===== src/rtl/twi_fe_pkg.sv =====
// Shared constants and state encoding for the two-wire device front end.
// Assumes byte-wide transfers whose first byte is a type code plus strap bits.
package twi_fe_pkg;
    localparam int TWI_BYTE_W  = 8;
    localparam int TWI_TYPE_W  = 4;
    localparam int TWI_STRAP_W = TWI_BYTE_W - TWI_TYPE_W;
    localparam logic [TWI_TYPE_W-1:0] TWI_DEV_TYPE = 4'b0101;

    typedef enum logic [2:0] {
        FE_IDLE   = 3'd0,
        FE_RECV   = 3'd1,
        FE_DECIDE = 3'd2,
        FE_ACK    = 3'd3,
        FE_SEND   = 3'd4
    } fe_state_t;
endpackage


===== src/rtl/twi_line_filter.sv =====
// Synchroniser plus glitch filter for one bus line.
// Assumes SYNC_STAGES >= 2. The output follows the input only after the
// synchronised level has differed from it for FILT_LEN consecutive clocks.
module twi_line_filter #(
    parameter int   SYNC_STAGES = 2,
    parameter int   FILT_LEN    = 3,
    parameter logic RESET_VAL   = 1'b1
) (
    input  logic clk,
    input  logic rst_n,
    input  logic line_in,
    output logic line_out
);
    localparam int CNT_W = $clog2(FILT_LEN + 1);
    localparam logic [CNT_W-1:0] CNT_LAST = CNT_W'(FILT_LEN - 1);

    logic [SYNC_STAGES-1:0] sync_q;
    logic [CNT_W-1:0]       run_cnt;
    logic                   filt_q;

    // Bring the asynchronous pad level into the clock domain.
    always_ff @(posedge clk) begin
        if (!rst_n) sync_q <= {SYNC_STAGES{RESET_VAL}};
        else        sync_q <= {sync_q[SYNC_STAGES-2:0], line_in};
    end

    // Accept a new level only once it has persisted long enough.
    always_ff @(posedge clk) begin
        if (!rst_n) begin
            filt_q  <= RESET_VAL;
            run_cnt <= '0;
        end else if (sync_q[SYNC_STAGES-1] != filt_q) begin
            if (run_cnt == CNT_LAST) begin
                filt_q  <= sync_q[SYNC_STAGES-1];
                run_cnt <= '0;
            end else begin
                run_cnt <= run_cnt + 1'b1;
            end
        end else begin
            run_cnt <= '0;
        end
    end

    assign line_out = filt_q;
endmodule


===== src/rtl/twi_bus_events.sv =====
// Turns the filtered SCL and SDA levels into one-cycle bus events:
// SCL rising and falling edges, start and stop conditions.
// Assumes both inputs are already synchronous and glitch free.
module twi_bus_events (
    input  logic clk,
    input  logic rst_n,
    input  logic scl_f,
    input  logic sda_f,
    output logic scl_rise,
    output logic scl_fall,
    output logic start_ev,
    output logic stop_ev
);
    logic scl_q;
    logic sda_q;

    // Remember the previous filtered levels for edge comparison.
    always_ff @(posedge clk) begin
        if (!rst_n) begin
            scl_q <= 1'b1;
            sda_q <= 1'b1;
        end else begin
            scl_q <= scl_f;
            sda_q <= sda_f;
        end
    end

    // Classify the transition seen this cycle.
    always_comb begin
        scl_rise = scl_f & ~scl_q;
        scl_fall = ~scl_f & scl_q;
        start_ev = scl_f & scl_q & sda_q & ~sda_f;
        stop_ev  = scl_f & scl_q & ~sda_q & sda_f;
    end
endmodule


===== src/rtl/twi_byte_engine.sv =====
// Byte-level state machine: shifts bytes in on SCL rising edges, decides
// and drives acknowledges, hands received bytes downstream, shifts read
// data out, and reports the end of an addressed transaction.
// Assumes single-cycle event inputs from twi_bus_events; SDA is pulled
// low only through sda_oe and changes only after an SCL falling edge.
module twi_byte_engine
    import twi_fe_pkg::*;
(
    input  logic                   clk,
    input  logic                   rst_n,
    input  logic                   scl_rise,
    input  logic                   scl_fall,
    input  logic                   start_ev,
    input  logic                   stop_ev,
    input  logic                   sda_f,
    input  logic [TWI_STRAP_W-1:0] strap_addr,
    input  logic                   busy,
    input  logic                   tx_mode,
    input  logic [TWI_BYTE_W-1:0]  tx_data,
    output logic                   sda_oe,
    output logic                   rx_valid,
    output logic [TWI_BYTE_W-1:0]  rx_data,
    output logic                   rx_first,
    output logic                   frame_end
);
    localparam int CNT_W = $clog2(TWI_BYTE_W);
    localparam logic [CNT_W-1:0] BIT_LAST = CNT_W'(TWI_BYTE_W - 1);

    fe_state_t              state;
    logic [CNT_W-1:0]       bit_cnt;
    logic [TWI_BYTE_W-1:0]  shreg;
    logic                   is_ident;
    logic                   first_pend;
    logic                   selected;
    logic                   ident_hit;

    // Compare a completed identity byte with type code and straps.
    always_comb begin
        ident_hit = (shreg[TWI_BYTE_W-1 -: TWI_TYPE_W] == TWI_DEV_TYPE) &&
                    (shreg[TWI_STRAP_W-1:0] == strap_addr);
    end

    // Main sequencing of bits, acknowledges and strobes.
    always_ff @(posedge clk) begin
        if (!rst_n) begin
            state      <= FE_IDLE;
            bit_cnt    <= '0;
            shreg      <= '0;
            is_ident   <= 1'b0;
            first_pend <= 1'b0;
            selected   <= 1'b0;
            sda_oe     <= 1'b0;
            rx_valid   <= 1'b0;
            rx_data    <= '0;
            rx_first   <= 1'b0;
            frame_end  <= 1'b0;
        end else begin
            rx_valid  <= 1'b0;
            frame_end <= 1'b0;
            if (stop_ev) begin
                state     <= FE_IDLE;
                sda_oe    <= 1'b0;
                frame_end <= selected;
                selected  <= 1'b0;
            end else if (start_ev) begin
                state    <= FE_RECV;
                sda_oe   <= 1'b0;
                bit_cnt  <= '0;
                is_ident <= 1'b1;
                selected <= 1'b0;
            end else begin
                case (state)
                    FE_RECV: begin
                        if (scl_rise) begin
                            shreg <= {shreg[TWI_BYTE_W-2:0], sda_f};
                            if (bit_cnt == BIT_LAST) begin
                                bit_cnt <= '0;
                                state   <= FE_DECIDE;
                            end else begin
                                bit_cnt <= bit_cnt + 1'b1;
                            end
                        end
                    end
                    FE_DECIDE: begin
                        if (scl_fall) begin
                            if (is_ident) begin
                                if (ident_hit && !busy) begin
                                    sda_oe     <= 1'b1;
                                    selected   <= 1'b1;
                                    first_pend <= 1'b1;
                                    state      <= FE_ACK;
                                end else begin
                                    state <= FE_IDLE;
                                end
                            end else begin
                                sda_oe     <= 1'b1;
                                rx_valid   <= 1'b1;
                                rx_data    <= shreg;
                                rx_first   <= first_pend;
                                first_pend <= 1'b0;
                                state      <= FE_ACK;
                            end
                        end
                    end
                    FE_ACK: begin
                        if (scl_fall) begin
                            is_ident <= 1'b0;
                            bit_cnt  <= '0;
                            if (tx_mode) begin
                                shreg  <= tx_data;
                                sda_oe <= ~tx_data[TWI_BYTE_W-1];
                                state  <= FE_SEND;
                            end else begin
                                sda_oe <= 1'b0;
                                state  <= FE_RECV;
                            end
                        end
                    end
                    FE_SEND: begin
                        if (scl_fall) begin
                            if (bit_cnt == BIT_LAST) begin
                                sda_oe <= 1'b0;
                                state  <= FE_IDLE;
                            end else begin
                                bit_cnt <= bit_cnt + 1'b1;
                                shreg   <= shreg << 1;
                                sda_oe  <= ~shreg[TWI_BYTE_W-2];
                            end
                        end
                    end
                    default: begin
                        sda_oe <= 1'b0;
                    end
                endcase
            end
        end
    end
endmodule


===== src/rtl/twi_dev_front.sv =====
// Top of the two-wire device front end. Filters both bus lines (one filter
// instance per line), derives bus events and runs the byte engine.
// Assumes an external pull-up on SDA; the block only pulls it low.
module twi_dev_front
    import twi_fe_pkg::*;
#(
    parameter int SYNC_STAGES = 2,
    parameter int FILT_LEN    = 3
) (
    input  logic                   clk,
    input  logic                   rst_n,
    input  logic                   scl_in,
    input  logic                   sda_in,
    input  logic [TWI_STRAP_W-1:0] strap_addr,
    input  logic                   busy,
    input  logic                   tx_mode,
    input  logic [TWI_BYTE_W-1:0]  tx_data,
    output logic                   sda_oe,
    output logic                   rx_valid,
    output logic [TWI_BYTE_W-1:0]  rx_data,
    output logic                   rx_first,
    output logic                   frame_end
);
    localparam int N_LINES = 2;

    logic [N_LINES-1:0] line_raw;
    logic [N_LINES-1:0] line_filt;
    logic scl_filt;
    logic sda_filt;
    logic scl_rise;
    logic scl_fall;
    logic start_ev;
    logic stop_ev;

    assign line_raw = {sda_in, scl_in};

    for (genvar li = 0; li < N_LINES; li++) begin : g_line
        twi_line_filter #(
            .SYNC_STAGES (SYNC_STAGES),
            .FILT_LEN    (FILT_LEN),
            .RESET_VAL   (1'b1)
        ) u_filt (
            .clk      (clk),
            .rst_n    (rst_n),
            .line_in  (line_raw[li]),
            .line_out (line_filt[li])
        );
    end

    assign scl_filt = line_filt[0];
    assign sda_filt = line_filt[1];

    twi_bus_events u_events (
        .clk      (clk),
        .rst_n    (rst_n),
        .scl_f    (scl_filt),
        .sda_f    (sda_filt),
        .scl_rise (scl_rise),
        .scl_fall (scl_fall),
        .start_ev (start_ev),
        .stop_ev  (stop_ev)
    );

    twi_byte_engine u_engine (
        .clk        (clk),
        .rst_n      (rst_n),
        .scl_rise   (scl_rise),
        .scl_fall   (scl_fall),
        .start_ev   (start_ev),
        .stop_ev    (stop_ev),
        .sda_f      (sda_filt),
        .strap_addr (strap_addr),
        .busy       (busy),
        .tx_mode    (tx_mode),
        .tx_data    (tx_data),
        .sda_oe     (sda_oe),
        .rx_valid   (rx_valid),
        .rx_data    (rx_data),
        .rx_first   (rx_first),
        .frame_end  (frame_end)
    );
endmodule


===== config.mk =====
export PLATFORM = sky130hd
export DESIGN_NAME = twi_dev_front
export DESIGN_NICKNAME = d
export VERILOG_FILES = /design/src/rtl/twi_fe_pkg.sv /design/src/rtl/twi_line_filter.sv /design/src/rtl/twi_bus_events.sv /design/src/rtl/twi_byte_engine.sv /design/src/rtl/twi_dev_front.sv
export SDC_FILE = /design/constraint.sdc
export NUM_CORES = 1
export LEC_CHECK = 0
export ABC_AREA = 1
export BUFFER_PORTS_ARGS = -buffer_cell sky130_fd_sc_hd__buf_2
export CAP_MARGIN = 5
export CELL_PAD_IN_SITES_DETAIL_PLACEMENT = 0
export CELL_PAD_IN_SITES_GLOBAL_PLACEMENT = 1
export CORE_MARGIN = 8
export CORE_UTILIZATION = 42
export DETAILED_ROUTE_END_ITERATION = 8
export GPL_TIMING_DRIVEN = 1
export HOLD_SLACK_MARGIN = 0.02
export PLACE_DENSITY = 0.91
export SETUP_SLACK_MARGIN = 0.05
export SLEW_MARGIN = 25
export SYNTH_ARGS = -nofsm -noshare
export SYNTH_HDL_FRONTEND = slang
export SYNTH_HIERARCHICAL = 1
export SYNTH_SLANG_ARGS = --single-unit

===== constraint.sdc =====
create_clock -name clk -period 3.9 [get_ports clk]
set_clock_uncertainty 0.15 [all_clocks]
set_input_delay 0.39 -clock clk [delete_from_list [all_inputs] [get_ports clk]]
set_output_delay 0.39 -clock clk [all_outputs]
set_load 0.005 [all_outputs]

==> results of run 1 <==
## cell type report
class	instances	area, um2	area share, %
Clock buffer	5	68.8	3.03
Clock inverter	2	35.0	1.54
Inverter	41	154	6.77
Multi-Input combinational cell	210	983	43.2
Sequential cell	41	821	36.1
Tap cell	54	67.6	2.97
Timing Repair Buffer	29	145	6.38
## cell usage after synthesis, drive strengths merged
library cell | instances | share of area [%]
buf | 3 | 1.2
ha | 4 | 2.5
or3 | 1 | 0.32
inv | 40 | 7.6
a21oi | 14 | 3.9
clkinv | 1 | 0.19
nand2 | 75 | 15
nor3 | 4 | 1.0
nand3 | 16 | 5.4
or2 | 4 | 1.3
a21boi | 1 | 0.38
nor2 | 62 | 13
a31oi | 1 | 0.32
o21ai | 28 | 7.2
clkbuf | 1 | 0.19
dfxtp | 41 | 41
## critical path: cells and delay by family, from the launching register on
| family | cells | cell delay (ns) |
|---|---|---|
| and+or+nand+nor | 8 | 1.22 |
| DFF | 1 | 0.38 |
| AOI/OAI and AO/OA | 1 | 0.17 |
## registers in the layout, indices dropped and copies added (netlist names), 2 cells and up
register and count:
g_line.u_filt/line_out 2, g_line.u_filt/run_cnt 4, g_line.u_filt/sync_q 4, u_engine/bit_cnt 3, u_engine/rx_data 8, u_engine/shreg 8, u_engine/state 3
## final timing paths
kind / from / to / slack [ns] / depth (start not counted)
worst min register to register: g_line[1].u_filt/run_cnt[0] / g_line[1].u_filt/run_cnt[0] / 0.26 / 1
worst min-delay path: sda_in / g_line[1].u_filt/sync_q[0] / 0.13 / 2
worst max-delay path: g_line[0].u_filt/line_out / u_engine/bit_cnt[0] / 1.87 / 9
worst max register to register: g_line[0].u_filt/line_out / u_engine/bit_cnt[0] / 1.87 / 9
## cell families after synthesis
logic type,Yosys count
simple gates,162
compound gates,44
flops,41
buf+inv,45
fa+ha+maj,4
## routing by layer
layer  track usage (%)  wire length [um]  share of wire (%)  vias up
met5                 0                 0                  0        -
met4              4.85                59                1.3        0
met3              4.20               242                5.4        5
met2              19.0              1930                 43       31
met1              17.1              2230                 50      801
li1                  -                 -                  -      983
## power groups by stage
stage | Combinational [mW] | Sequential, mW | Clock [mW]
finish | 0.0338 | 0.424 | 0.329
floorplan | 0.0196 | 0.434 | 0
CTS | 0.0338 | 0.424 | 0.338
global route | 0.0391 | 0.425 | 0.352
detailed placement | 0.0337 | 0.434 | 0
global placement | 0.0331 | 0.434 | 0
## through the flow
stage                     std cells  power [mW]  util [%]  cell area (um2)
final                           382       0.787      49.1             2270
after global routing            382       0.816      49.1             2270
after CTS                       382       0.796      49.1             2270
after detailed placement        375       0.468      46.9             2170
after global placement          375       0.467      46.9             2170
after floorplan                 296       0.453         -             1990
==> results_tabular.tex, run 1 <==
\begin{tabular}{lr}
\hline
Metric & Value \\
\hline
\multicolumn{2}{l}{\textbf{Outcome}} \\
Status & finished, final reports clean \\
\multicolumn{2}{l}{\textbf{Power and ir drop}} \\
Switching Share & 20.9\% \\
Worst IR Drop VDD & 0.000242 V \\
Internal power contribution & 0.622 mW \\
NetSw & 0.165 mW \\
Portion of total power attributed to sequential cells & 53.9\% \\
Logic pwr share & under 10\% \\
Clock network fraction of design power & between 40\% and 50\% \\
Leakage & approximately 1.2 nW \\
Total power per unit cell area & 346 mW/mm2 \\
\multicolumn{2}{l}{\textbf{Global routing}} \\
Via count of the first global-routing pass & around 1600 \\
Antenna violations before repair & 0 \\
Wire length of the first global-routing pass & 7520 um \\
Gr usage total & between 10\% and 20\% \\
Total congestion overflow after global routing & 0 \\
Largest net degree at the start of global routing & 29 \\
\multicolumn{2}{l}{\textbf{Synth}} \\
Synthesis warning total & 6 \\
Post-synth design cell area & around 0.0020 mm2 \\
Post-Synth Adder-Cell Area & 2.52\% \\
Proportion of synthesized chip area in sequential cells & about 41\% \\
Count of cell types in the netlist & 26 \\
Count of state elements after synthesis & $\sim$40 \\
Main combinational cell family by area after synthesis & simple AND/OR/NAND/NOR gates \\
Simple-Gate Fraction of Synth Area & 35.2\% \\
Synthesized Nets & 318 \\
Synthesized-area fraction occupied by ao, oa, aoi and oai cells & 11.8\% \\
Synthesized instance count & 296 \\
Fraction of synthesized cell area in xor and xnor cells & 0\% \\
Fraction of synthesized area in multiplexers & 0\% \\
Per-instance average area after synthesis & 6.71 um2 \\
\multicolumn{2}{l}{\textbf{Timing}} \\
Unrepaired setup endpoints after global routing & false \\
Number of endpoints with negative hold slack in the final report & 0 \\
Slew at the pin with the worst max-slew slack & slightly below 0.6 ns \\
Worst rel slew slack & 61.0\% \\
Max frequency & slightly below 500 MHz \\
Final sum of negative setup slack & 0 ns \\
Fin Hold WS & 0.129 ns \\
Setup violations, final & 0 \\
Final Cycle Share & 52.1\% \\
Count of pins over their slew limit & 0 \\
Time the worst path needs with I/O delays and setup & 2.03 ns \\
Final worst setup slack & between 1.5 and 2 ns \\
\multicolumn{2}{l}{\textbf{Clock tree}} \\
CTS Sinks & 41 \\
Largest buffer count on any clock path & 2 \\
Root buffer cell & clkbuf\_8 \\
CTS tree & built \\
Post-CTS setup-driven buffer insertion count & 0 \\
Clk slew on worst S/H paths & 0.08 ns \\
Insertion delay to the later sink of the worst-skew pair & 0.29 ns \\
CTS resizes & 0 \\
Number of buffers inserted during clock tree synthesis & 5 \\
CTS hold repair buffers & 0 \\
H-Tree Level Count & 2 \\
\multicolumn{2}{l}{\textbf{Worst hold path}} \\
Class of the tightest hold or removal check & input port to flop \\
\multicolumn{2}{l}{\textbf{Placed design}} \\
Detailed placement HPWL & 3400 um \\
Input/output buffers & 29 \\
Final estimated routing congestion in global placement & 0.873 \\
Placement-stage worst setup slack & 1.88 ns \\
\multicolumn{2}{l}{\textbf{Floorplanning}} \\
Area enclosed by the die boundary & 0.00718 mm2 \\
Placeable core region & roughly 0.0046 mm2 \\
IO Pins & 30 \\
Floorplan die width & roughly 85 um \\
Cell row count & 25 \\
Effective utilization at floorplan & between 40\% and 50\% \\
Chip height & between 80 and 90 um \\
\multicolumn{2}{l}{\textbf{Final layout}} \\
Leading cell type in the layout, fill and taps excluded & nand2\_1 \\
Commonest non-fill, non-tap cells in the layout & nand2\_1, nor2\_1, dfxtp\_1 \\
Area Overhead vs Synth & 14.6\% \\
\# fillers & 493 \\
Antenna Diode Count & 0 \\
Share of post-route cells with drive strength above 1 & approximately 18\% \\
Final nets & 350 \\
\multicolumn{2}{l}{\textbf{Setup path}} \\
Endpoint class of the critical path & flop \\
Cell with the largest stage delay on the worst path & dfxtp\_1 \\
Critical-path maximum fanout & 7 \\
Data required time of the worst path & 3.94 ns \\
Worst-path cell chain & nand2\_1 -> nor2\_1 -> nor2\_1 -> nand3\_1 -> nand2\_1 -> nor2\_1 -> nand3\_2 -> o21ai\_0 -> nor2\_1 \\
Kind of launch point of the worst setup path & flop \\
CP Class & flop to flop \\
Signal arrival time at the worst endpoint & 2.07 ns \\
Most common cell on crit path & nor2\_1 \\
Largest incremental delay on the critical path & roughly 0.38 ns \\
\multicolumn{2}{l}{\textbf{Route}} \\
Number of vias per cell & 4.76 \\
Detailed-route via count & 1820 \\
Wire per inst & 11.7 um \\
Drt initial violations & 117 \\
Drt pass-1 iters & 4 \\
Number of design rule violations left after detail routing & 0 \\
Number of nets with antenna violations after routing & 0 \\
DRT Wirelength & 4460 um \\
\multicolumn{2}{l}{\textbf{Run}} \\
Max-capacitance violation count & 0 \\
\hline
\end{tabular}
No activity file was read; power rests on OpenSTA's default activity.
==> run 2, diff against run 1 <==
- CORE_UTILIZATION: 42 -> 36
- PLACE_DENSITY: 0.91 -> 0.83
- clock period: 3.9 -> 1.7 ns (I/O delays scaled with it)
==> run 2 against run 1 <==
  * Critical path depth is 1 lower
  * Via count rose by 4.8%
  * Non-clock buffer count is 24 higher
  * Clock-buffer cell count is the same
  * Sequential power is 130% higher
  * Combinational power increased to 2.8 times the previous value
==> results_tabular.tex, run 2 (synthesis results as in run 1) <==
\begin{tabular}{lr}
\hline
Metric & Value \\
\hline
\multicolumn{2}{l}{\textbf{Clock tree}} \\
Largest buffer count on any clock path & 2 (unchanged) \\
CTS Sinks & 41 (unchanged) \\
Number of buffers inserted during clock tree synthesis & 5 (unchanged) \\
Root buffer cell & clkbuf\_8 (unchanged) \\
Clk slew on worst S/H paths & 0.09 ns (was 0.08 ns) \\
H-Tree Level Count & 2 (unchanged) \\
CTS tree & built (unchanged) \\
Insertion delay to the later sink of the worst-skew pair & 0.30 ns (was 0.29 ns) \\
\multicolumn{2}{l}{\textbf{Setup path}} \\
Most common cell on crit path & ha\_4 (was nor2\_1) \\
CP Class & flop to flop (unchanged) \\
Critical-path maximum fanout & 9 (was 7) \\
Signal arrival time at the worst endpoint & 1.60 ns (was 2.07 ns) \\
Endpoint class of the critical path & flop (unchanged) \\
Cell with the largest stage delay on the worst path & dfxtp\_2 (was dfxtp\_1) \\
Kind of launch point of the worst setup path & flop (unchanged) \\
Data required time of the worst path & 1.75 ns (was 3.94 ns) \\
Largest incremental delay on the critical path & 0.35 ns (was 0.38 ns) \\
Worst-path cell chain & ha\_4 -> ha\_4 -> inv\_1 -> nand2\_1 -> a21oi\_2 -> nand2\_4 -> o21ai\_0 -> nor2\_1 (was nand2\_1 -> nor2\_1 -> nor2\_1 -> nand3\_1 -> nand2\_1 -> nor2\_1 -> nand3\_2 -> o21ai\_0 -> nor2\_1) \\
\multicolumn{2}{l}{\textbf{Final layout}} \\
Core occupancy in the finished layout & 48.5\% (was 49.1\%) \\
Commonest non-fill, non-tap cells in the layout & nand2\_1, nor2\_1, inv\_1 (was nand2\_1, nor2\_1, dfxtp\_1) \\
Share of post-route cells with drive strength above 1 & 29.5\% (was 17.7\%) \\
\# fillers & 563 (was 493) \\
Largest registers in the final layout & u\_engine/rx\_data x8, u\_engine/shreg x8 (unchanged) \\
Leading cell type in the layout, fill and taps excluded & nand2\_1 (unchanged) \\
Final nets & 374 (was 350) \\
Antenna Diode Count & 0 (unchanged) \\
Post-route cell area & 0.00262 mm2 (was 0.00227 mm2) \\
Area Overhead vs Synth & 32.1\% (was 14.6\%) \\
\multicolumn{2}{l}{\textbf{Run}} \\
Max-capacitance violation count & 0 (unchanged) \\
\multicolumn{2}{l}{\textbf{Route}} \\
Number of vias per cell & 4.49 (was 4.76) \\
Drt initial violations & 85 (was 117) \\
Wire per inst & 11.1 um (was 11.7 um) \\
Drt pass-1 iters & 4 (unchanged) \\
Number of design rule violations left after detail routing & 0 (unchanged) \\
Detailed-route via count & 1907 (was 1820) \\
DRT Wirelength & 4740 um (was 4460 um) \\
Number of nets with antenna violations after routing & 0 (unchanged) \\
\multicolumn{2}{l}{\textbf{Timing}} \\
Final sum of negative setup slack & 0 ns (unchanged) \\
Count of pins over their slew limit & 0 (unchanged) \\
Max frequency & 645 MHz (was 492 MHz) \\
Setup violations, final & 0 (unchanged) \\
Number of endpoints with negative hold slack in the final report & 0 (unchanged) \\
Slew at the pin with the worst max-slew slack & 0.358 ns (was 0.585 ns) \\
Unrepaired setup endpoints after global routing & true (was false) \\
Fin Hold WS & 0.0784 ns (was 0.129 ns) \\
Worst rel slew slack & 76.0\% (was 61.0\%) \\
Time the worst path needs with I/O delays and setup & 1.55 ns (was 2.03 ns) \\
Final Cycle Share & 91.2\% (was 52.1\%) \\
\multicolumn{2}{l}{\textbf{Floorplanning}} \\
IO Pins & 30 (unchanged) \\
Effective utilization at floorplan & 36.7\% (was 42.9\%) \\
Floorplan die width & 90.3 um (was 84.8 um) \\
Cell row count & 27 (was 25) \\
Placeable core region & 0.00541 mm2 (was 0.00463 mm2) \\
Area enclosed by the die boundary & 0.00815 mm2 (was 0.00718 mm2) \\
Chip height & 90.3 um (was 84.8 um) \\
\multicolumn{2}{l}{\textbf{Placed design}} \\
Detailed placement HPWL & 3610 um (was 3400 um) \\
Post-placement cell area & 0.00235 mm2 (was 0.00217 mm2) \\
Input/output buffers & 29 (unchanged) \\
Final estimated routing congestion in global placement & 0.883 (was 0.873) \\
\multicolumn{2}{l}{\textbf{Global routing}} \\
Total congestion overflow after global routing & 0 (unchanged) \\
Wire length of the first global-routing pass & 7960 um (was 7520 um) \\
Largest net degree at the start of global routing & 28 (was 29) \\
Gr usage total & 11.8\% (was 13.0\%) \\
Via count of the first global-routing pass & 1849 (was 1611) \\
Antenna violations before repair & 0 (unchanged) \\
\multicolumn{2}{l}{\textbf{Outcome}} \\
Status & finished, final reports clean (unchanged) \\
\multicolumn{2}{l}{\textbf{Power and ir drop}} \\
Total power per unit cell area & 713 mW/mm2 (was 346 mW/mm2) \\
Worst IR Drop VDD & 0.000504 V (was 0.000242 V) \\
Overall power & 1.87 mW (was 0.787 mW) \\
Leakage & 1.29 nW (was 1.17 nW) \\
\multicolumn{2}{l}{\textbf{Worst hold path}} \\
Class of the tightest hold or removal check & input port to flop (unchanged) \\
\hline
\end{tabular}
## run 2: what timing repair did
action	in CTS	in global routing
hold endpoints to repair	4	0
gates resized for setup	5	32
setup buffers	0	1
hold buffers	4	0
setup endpoints to repair	8	25
pin swaps	0	12
## run 2: per-layer routing
layer | track usage [%] | vias up | share of wire, %
met5 | 0 | - | 0
met4 | 5.41 | 0 | 1.1
met3 | 2.99 | 6 | 4.2
met2 | 19.3 | 31 | 46
met1 | 14.3 | 837 | 49
li1 | - | 1033 | -
## run 2: layout make-up
class	count	area, um2	share of cell area (%)
flip-flops and latches	41	833	31.8
inverters	41	156	5.96
well taps	72	90.1	3.43
repair buffers	53	348	13.3
multi-input cells	210	1080	41.2
clock buffers	5	68.8	2.62
clock inverters	3	46.3	1.76
## run 2: final timing paths
kind	start	to	slack, ns	depth (start not counted)
setup reg to reg	u_engine/bit_cnt[0]	u_engine/shreg[0]	0.15	8
hold / removal	tx_data[3]	u_engine/shreg[3]	0.08	5
hold reg to reg	g_line[1].u_filt/run_cnt[0]	g_line[1].u_filt/run_cnt[0]	0.26	1
setup / recovery	u_engine/bit_cnt[0]	u_engine/shreg[0]	0.15	8
## run 2: power by group
part	leakage [nW]	switching [mW]	internal, mW
logic	0.902	0.0488	0.0444
registers	0.333	0.00529	0.967
clock network	0.0543	0.365	0.440
total	1.29	0.419	1.45
## run 2: critical path, delay by kind of cell (launching register included)
kind | cells | cell delay (ns)
AO/OA/AOI/OAI | 2 | 0.34
adder cells (fa/ha/maj) | 2 | 0.31
buffers and inverters | 1 | 0.06
flip-flops | 1 | 0.35
AND/OR/NAND/NOR | 3 | 0.24
## run 2: per-stage QoR
stage,setup slack [ns],instances
finish,0.150,425
floorplan,0.0701,296
global placement,0.0358,412
global route,-0.00859,425
CTS,0.0483,424
detailed placement,-0.0281,412
